$ cat src/rtl/fb_scan_pkg.sv
`timescale 1ns/1ps
package fb_scan_pkg;

  typedef struct packed {
    logic [7:0] red;
    logic [7:0] green;
    logic [7:0] blue;
  } fb_rgb_t;

  // Split the 24 colour bits of a stored word into channels.
  function automatic fb_rgb_t fb_unpack(input logic [23:0] w);
    fb_rgb_t p;
    p.red   = w[23:16];
    p.green = w[15:8];
    p.blue  = w[7:0];
    return p;
  endfunction

endpackage

$ cat src/rtl/fb_scan_regs.sv
`timescale 1ns/1ps
module fb_scan_regs #(
  parameter int AW        = 32,
  parameter int BASE_KEEP = 11
) (
  input  logic                 clk,
  input  logic                 rst,
  input  logic                 we,
  input  logic                 sel,
  input  logic [AW-1:0]        wdata,
  output logic [AW-1:0]        rdata,
  output logic [BASE_KEEP-1:0] base_hi,
  output logic                 ctl_on,
  output logic                 ctl_turn
);
  localparam int LOW = AW - BASE_KEEP;

  logic unused_mid;
  assign unused_mid = ^wdata[LOW-1:2];

  always_ff @(posedge clk) begin
    if (rst) begin
      base_hi  <= '0;
      ctl_on   <= 1'b0;
      ctl_turn <= 1'b0;
    end else if (we) begin
      if (sel) begin
        ctl_on   <= wdata[0];
        ctl_turn <= wdata[1];
      end else begin
        base_hi <= wdata[AW-1:LOW];
      end
    end
  end

  always_comb begin
    if (sel) rdata = {{(AW-2){1'b0}}, ctl_turn, ctl_on};
    else     rdata = {base_hi, {LOW{1'b0}}};
  end
endmodule

$ cat src/rtl/fb_scan_cursor.sv
`timescale 1ns/1ps
module fb_scan_cursor #(
  parameter int H_PIX = 640,
  parameter int V_PIX = 480,
  parameter int CW    = 10,
  parameter int RW    = 9
) (
  input  logic          clk,
  input  logic          rst,
  input  logic          restart,
  input  logic          turn,
  input  logic          step,
  output logic [CW-1:0] col,
  output logic [RW-1:0] row,
  output logic          last
);
  localparam logic [CW-1:0] COL_END = CW'(H_PIX - 1);
  localparam logic [RW-1:0] ROW_END = RW'(V_PIX - 1);

  always_ff @(posedge clk) begin
    if (rst) begin
      col <= '0;
      row <= '0;
    end else if (restart) begin
      col <= turn ? COL_END : '0;
      row <= turn ? ROW_END : '0;
    end else if (step) begin
      if (turn) begin
        if (col == '0) begin
          col <= COL_END;
          row <= row - 1'b1;
        end else begin
          col <= col - 1'b1;
        end
      end else begin
        if (col == COL_END) begin
          col <= '0;
          row <= row + 1'b1;
        end else begin
          col <= col + 1'b1;
        end
      end
    end
  end

  assign last = turn ? (col == '0 && row == '0) : (col == COL_END && row == ROW_END);
endmodule

$ cat src/rtl/fb_scan_pixel.sv
`timescale 1ns/1ps
module fb_scan_pixel
  import fb_scan_pkg::*;
(
  input  logic        clk,
  input  logic        rst,
  input  logic        take,
  input  logic [31:0] word,
  input  logic        eol_in,
  input  logic        eof_in,
  output logic        pix_valid,
  output logic [7:0]  pix_red,
  output logic [7:0]  pix_green,
  output logic [7:0]  pix_blue,
  output logic        pix_eol,
  output logic        pix_eof
);
  fb_rgb_t px;
  logic    unused_top;

  assign px         = fb_unpack(word[23:0]);
  assign unused_top = ^word[31:24];

  always_ff @(posedge clk) begin
    if (rst || !take) begin
      pix_valid <= 1'b0;
      pix_red   <= '0;
      pix_green <= '0;
      pix_blue  <= '0;
      pix_eol   <= 1'b0;
      pix_eof   <= 1'b0;
    end else begin
      pix_valid <= 1'b1;
      pix_red   <= px.red;
      pix_green <= px.green;
      pix_blue  <= px.blue;
      pix_eol   <= eol_in;
      pix_eof   <= eof_in;
    end
  end
endmodule

$ cat src/rtl/fb_scan_gen.sv
`timescale 1ns/1ps
module fb_scan_gen #(
  parameter int H_PIX     = 640,
  parameter int V_PIX     = 480,
  parameter int STRIDE_LG = 10,
  parameter int AW        = 32,
  parameter int BASE_KEEP = 11
) (
  input  logic          clk,
  input  logic          rst,
  input  logic          reg_we,
  input  logic          reg_sel,
  input  logic [AW-1:0] reg_wdata,
  output logic [AW-1:0] reg_rdata,
  input  logic          frame_start,
  output logic          req_valid,
  input  logic          req_ready,
  output logic [AW-1:0] req_addr,
  input  logic          rsp_valid,
  input  logic [31:0]   rsp_data,
  output logic          pix_valid,
  output logic [7:0]    pix_red,
  output logic [7:0]    pix_green,
  output logic [7:0]    pix_blue,
  output logic          pix_eol,
  output logic          pix_eof
);
  localparam int CW  = (H_PIX > 1) ? $clog2(H_PIX) : 1;
  localparam int RW  = (V_PIX > 1) ? $clog2(V_PIX) : 1;
  localparam int LOW = AW - BASE_KEEP;

  // Word address of memory pixel (row, col) relative to a coarse base.
  function automatic logic [AW-1:0] word_addr(input logic [BASE_KEEP-1:0] b,
                                              input logic [RW-1:0] r,
                                              input logic [CW-1:0] c);
    return {b, {LOW{1'b0}}} + (AW'(r) << STRIDE_LG) + AW'(c);
  endfunction

  logic [BASE_KEEP-1:0] cfg_base, live_base;
  logic                 cfg_on, cfg_turn;
  logic                 live_en, live_turn, scanning;
  logic                 req_fire, req_last, rsp_take;
  logic                 cur_turn;
  logic [CW-1:0]        rq_col, rs_col;
  logic [RW-1:0]        rq_row, rs_row;
  logic                 rs_last;
  logic                 line_end, frame_end;

  fb_scan_regs #(.AW(AW), .BASE_KEEP(BASE_KEEP)) u_regs (
    .clk(clk), .rst(rst), .we(reg_we), .sel(reg_sel), .wdata(reg_wdata),
    .rdata(reg_rdata), .base_hi(cfg_base), .ctl_on(cfg_on), .ctl_turn(cfg_turn)
  );

  // Settings take effect only at the strobe.
  always_ff @(posedge clk) begin
    if (rst) begin
      live_en   <= 1'b0;
      live_turn <= 1'b0;
      live_base <= '0;
      scanning  <= 1'b0;
    end else if (frame_start) begin
      live_en   <= cfg_on;
      live_turn <= cfg_turn;
      live_base <= cfg_base;
      scanning  <= cfg_on;
    end else if (req_fire && req_last) begin
      scanning  <= 1'b0;
    end
  end

  assign req_valid = scanning;
  assign req_fire  = req_valid && req_ready;
  assign cur_turn  = frame_start ? cfg_turn : live_turn;
  assign req_addr  = word_addr(live_base, rq_row, rq_col);

  fb_scan_cursor #(.H_PIX(H_PIX), .V_PIX(V_PIX), .CW(CW), .RW(RW)) u_req_cur (
    .clk(clk), .rst(rst), .restart(frame_start), .turn(cur_turn),
    .step(req_fire), .col(rq_col), .row(rq_row), .last(req_last)
  );

  // Screen-order position of returned words, for line and frame tags.
  assign rsp_take = rsp_valid && live_en;

  fb_scan_cursor #(.H_PIX(H_PIX), .V_PIX(V_PIX), .CW(CW), .RW(RW)) u_rsp_cur (
    .clk(clk), .rst(rst), .restart(frame_start), .turn(1'b0),
    .step(rsp_take), .col(rs_col), .row(rs_row), .last(rs_last)
  );

  assign line_end  = (rs_col == CW'(H_PIX - 1));
  assign frame_end = rs_last;

  fb_scan_pixel u_pix (
    .clk(clk), .rst(rst), .take(rsp_take), .word(rsp_data),
    .eol_in(line_end), .eof_in(frame_end),
    .pix_valid(pix_valid), .pix_red(pix_red), .pix_green(pix_green),
    .pix_blue(pix_blue), .pix_eol(pix_eol), .pix_eof(pix_eof)
  );
endmodule

$ cat config.mk
export PLATFORM = sky130hd
export DESIGN_NAME = fb_scan_gen
export DESIGN_NICKNAME = d
export VERILOG_FILES = /design/src/rtl/fb_scan_pkg.sv /design/src/rtl/fb_scan_regs.sv /design/src/rtl/fb_scan_cursor.sv /design/src/rtl/fb_scan_pixel.sv /design/src/rtl/fb_scan_gen.sv
export SDC_FILE = /design/constraint.sdc
export NUM_CORES = 1
export LEC_CHECK = 0
export ABC_CLOCK_PERIOD_IN_PS = 7300
export BUFFER_PORTS_ARGS = -buffer_cell sky130_fd_sc_hd__buf_4
export CORE_ASPECT_RATIO = 1.5
export CORE_MARGIN = 3
export CORE_UTILIZATION = 54
export DETAILED_ROUTE_END_ITERATION = 10
export PLACE_DENSITY = 0.89
export SLEW_MARGIN = 20
export SYNTH_ARGS = -nofsm -noshare
export SYNTH_HDL_FRONTEND = slang
export SYNTH_SLANG_ARGS = --single-unit
$ cat constraint.sdc
create_clock -name clk -period 7.3 [get_ports clk]
set_input_delay 1.095 -clock clk [delete_from_list [all_inputs] [get_ports clk]]
set_output_delay 1.095 -clock clk [all_outputs]
set_load 0.03 [all_outputs]
==> impl_metrics.csv <==
group,metric,value,unit
synthesis,synth_area,4470,µm²
clock_network,cts_hold_buf,0,
final_layout,final_cells,722,
global_routing,antenna_found_initial,0,
route,firstDrtPassIters,4,
place,place_congestion,0.967,
pwr,power.leakage,2.34,nW
route,drtAntennaViolNets,0,
floorplan,fp-row-count,40,
clock_network,post-cts-setup-buffers,0,
clock_network,cts-root-buf,"clkbuf_16",
synthesis,synthArstFlopShare,0,
sta,clock_skew,0.00469,ns
place,place_inst,707,
synthesis,synth_seq_area_share,0.412,
clock_network,cts_buffer_depth,2,
sta,rsz0062_at_grt,"false",
global_routing,grt_overflow,0,
final_layout,antennaDiodeCount,0,
final_layout,nFillCells,619,
synthesis,synth_warnings,0,
setup_path,worstSetupStartpointType,"input port",
route,drt_iter0_markers,207,
clock_network,cts_resized,0,
floorplan,core_area,8060,µm²
final_layout,layout_common_cells,"buf_4, dfxtp_1, nor2_1",
setup_path,arrival,4.22,ns
sta,timing.setup.tns,0,ns
global_routing,gr-usage-met1,0.257,
place,dpl.hpwl,7640,µm
clock_network,clock_sinks,92,
sta,slew_viol_final,0,
final_layout,utilization,0.680,
synthesis,synth_top_area_cell,"dfxtp_1",
final_layout,regArea,1840,µm²
global_routing,grtUsageMet3,0.0658,
sta,fin_crit_sh,0.551,
global_routing,grt_pass1_wl,17800,µm
clock_network,clkTransAtPathRegs,0.06,ns
pwr,p_per_area,199,nW/µm²
final_layout,layout.nets,696,
synthesis,synth.distinct_cells,65,
final_layout,multi_input_area,2330,µm²
sta,fin_crit,4.02,ns
synthesis,synth_ff_type,"dfxtp_1",
outcome,outcome,"finished, final reports clean",
hold_path,hp-class,"reg2reg",
setup_path,crit_required,7.50,ns
pwr,finalPower,1.09,mW
global_routing,busiest_layer,"met2",
floorplan,die-area,9430,µm²
synthesis,yosysTopAreaCellShare,0.412,
clock_network,clk_latency,0.34,ns
sta,hold_viol,0,
floorplan,die_w,80.3,µm
global_routing,use_met2,0.408,
floorplan,ios,163,
synthesis,synthTopCellsByArea,"dfxtp_1, nor2_1, nand2_1",
setup_path,critPathKind,"in2reg",
sta,setup_viol,0,
synthesis,syn_area_per_cell,8.67,µm²
synthesis,ys_ff_latch,92,
final_layout,drive_gt1_frac,0.229,
route,vias,3963,
global_routing,grt_max_degree,51,
route,wl_per_cell,15.1,µm
final_layout,final_common_cell,"buf_4",
setup_path,crit_fanout,30,
sta,slew-limit-headroom,0.543,
floorplan,die_h,117,µm
final_layout,area_growth_syn_to_layout,22.5,%
clock_network,h-tree-depth,3,
clock_network,tritoncts,"yes",
clock_network,numCtsBuffers,9,
global_routing,track_usage,0.234,
synthesis,synth-edff-count,0,
pwr,ir_worst_vdd,0.229,mV
sta,worst_slew_pin_slew,0.684,ns
flow_run,maxCapViolCount,0,
synthesis,netlist_instances,516,
sta,worst_hold_slack,0.470,ns
route,via_per_inst,5.49,
place,portBuffers,114,
sta,fmax,249,MHz
floorplan,start_util,0.555,
route,routed_wl,10900,µm
setup_path,worst_setup_path_end_kind,"flop",
global_routing,grt_pass1_vias,3848,
route,drcViolationCount,0,
metal layers:
layer	up-vias	routed length, µm	share of wire
li1	1918	-	-
met2	182	5700	0.52
met1	1842	4080	0.37
met4	0	270	0.025
met3	21	832	0.076
met5	-	0	0
flip-flops by register name, indices dropped and copies added (netlist names), 8 cells and up:
register         count
live_base           11
u_pix.pix_green      8
u_pix.pix_blue       8
u_rsp_cur.col       10
u_regs.base_hi      11
u_req_cur.row        9
u_rsp_cur.row        9
u_req_cur.col       10
u_pix.pix_red        8
critical path, stage by stage:
cell and delay, ns:
buf_4 0.34, inv_1 0.35, a21boi_2 0.37, inv_1 0.37, ha_1 0.44, nor2b_1 0.18
o31a_1 0.29, o31ai_1 0.27, xnor2_1 0.17, mux2i_1 0.20, a31oi_1 0.10
synth_stat cells, types with 7 or more instances:
cell type,number
inv_1,11
xor2_1,9
clkbuf_1,13
a21oi_1,27
nor3_1,15
xnor2_1,14
o21ai_0,17
nand2_1,55
nor2b_1,16
o21a_1,7
ha_1,11
and2_1,29
buf_4,24
mux2i_1,14
nor2_1,57
nand3_1,19
dfxtp_1,92
per-stage QoR:
stage	setup WS [ns]	cell area [µm²]
after floorplan	3.99	4550
after global placement	3.01	5200
after detailed placement	2.94	5200
after CTS	3.29	5470
after global routing	3.05	5480
final	3.28	5480
worst paths after layout:
kind	start	end	slack [ns]	depth (start not counted)
max	frame_start	u_req_cur.row[8]$_SDFFE_PP0P_	3.28	11
max reg2reg	u_regs.ctl_turn$_SDFFE_PP0P_	u_req_cur.row[8]$_SDFFE_PP0P_	4.11	10
min	u_regs.base_hi[3]$_SDFFE_PP0P_	u_regs.base_hi[3]$_SDFFE_PP0P_	0.47	2
min reg2reg	u_regs.base_hi[3]$_SDFFE_PP0P_	u_regs.base_hi[3]$_SDFFE_PP0P_	0.47	2
power breakdown:
group | internal (mW) | switching (mW) | total [mW]
combinational | 0.0501 | 0.0822 | 0.132
clock | 0.232 | 0.200 | 0.432
sequential | 0.512 | 0.0121 | 0.524
logic make-up after synthesis:
group | synth area share
flip-flops | 0.412
AND/OR/NAND/NOR | 0.264
buffers and inverters | 0.0839
XOR/XNOR | 0.0450
multiplexers | 0.0313
adder cells (fa/ha/maj) | 0.0353
AO/OA/AOI/OAI | 0.128
other | 0.000839
area by class of cell:
type | count | area share
multi-input combinational | 385 | 0.426
clock buffer | 9 | 0.0411
timing repair buffer | 114 | 0.156
inverter | 11 | 0.00754
tap | 105 | 0.0240
clock inverter | 6 | 0.00891
sequential | 92 | 0.336
No activity file was read; power rests on OpenSTA's default activity.
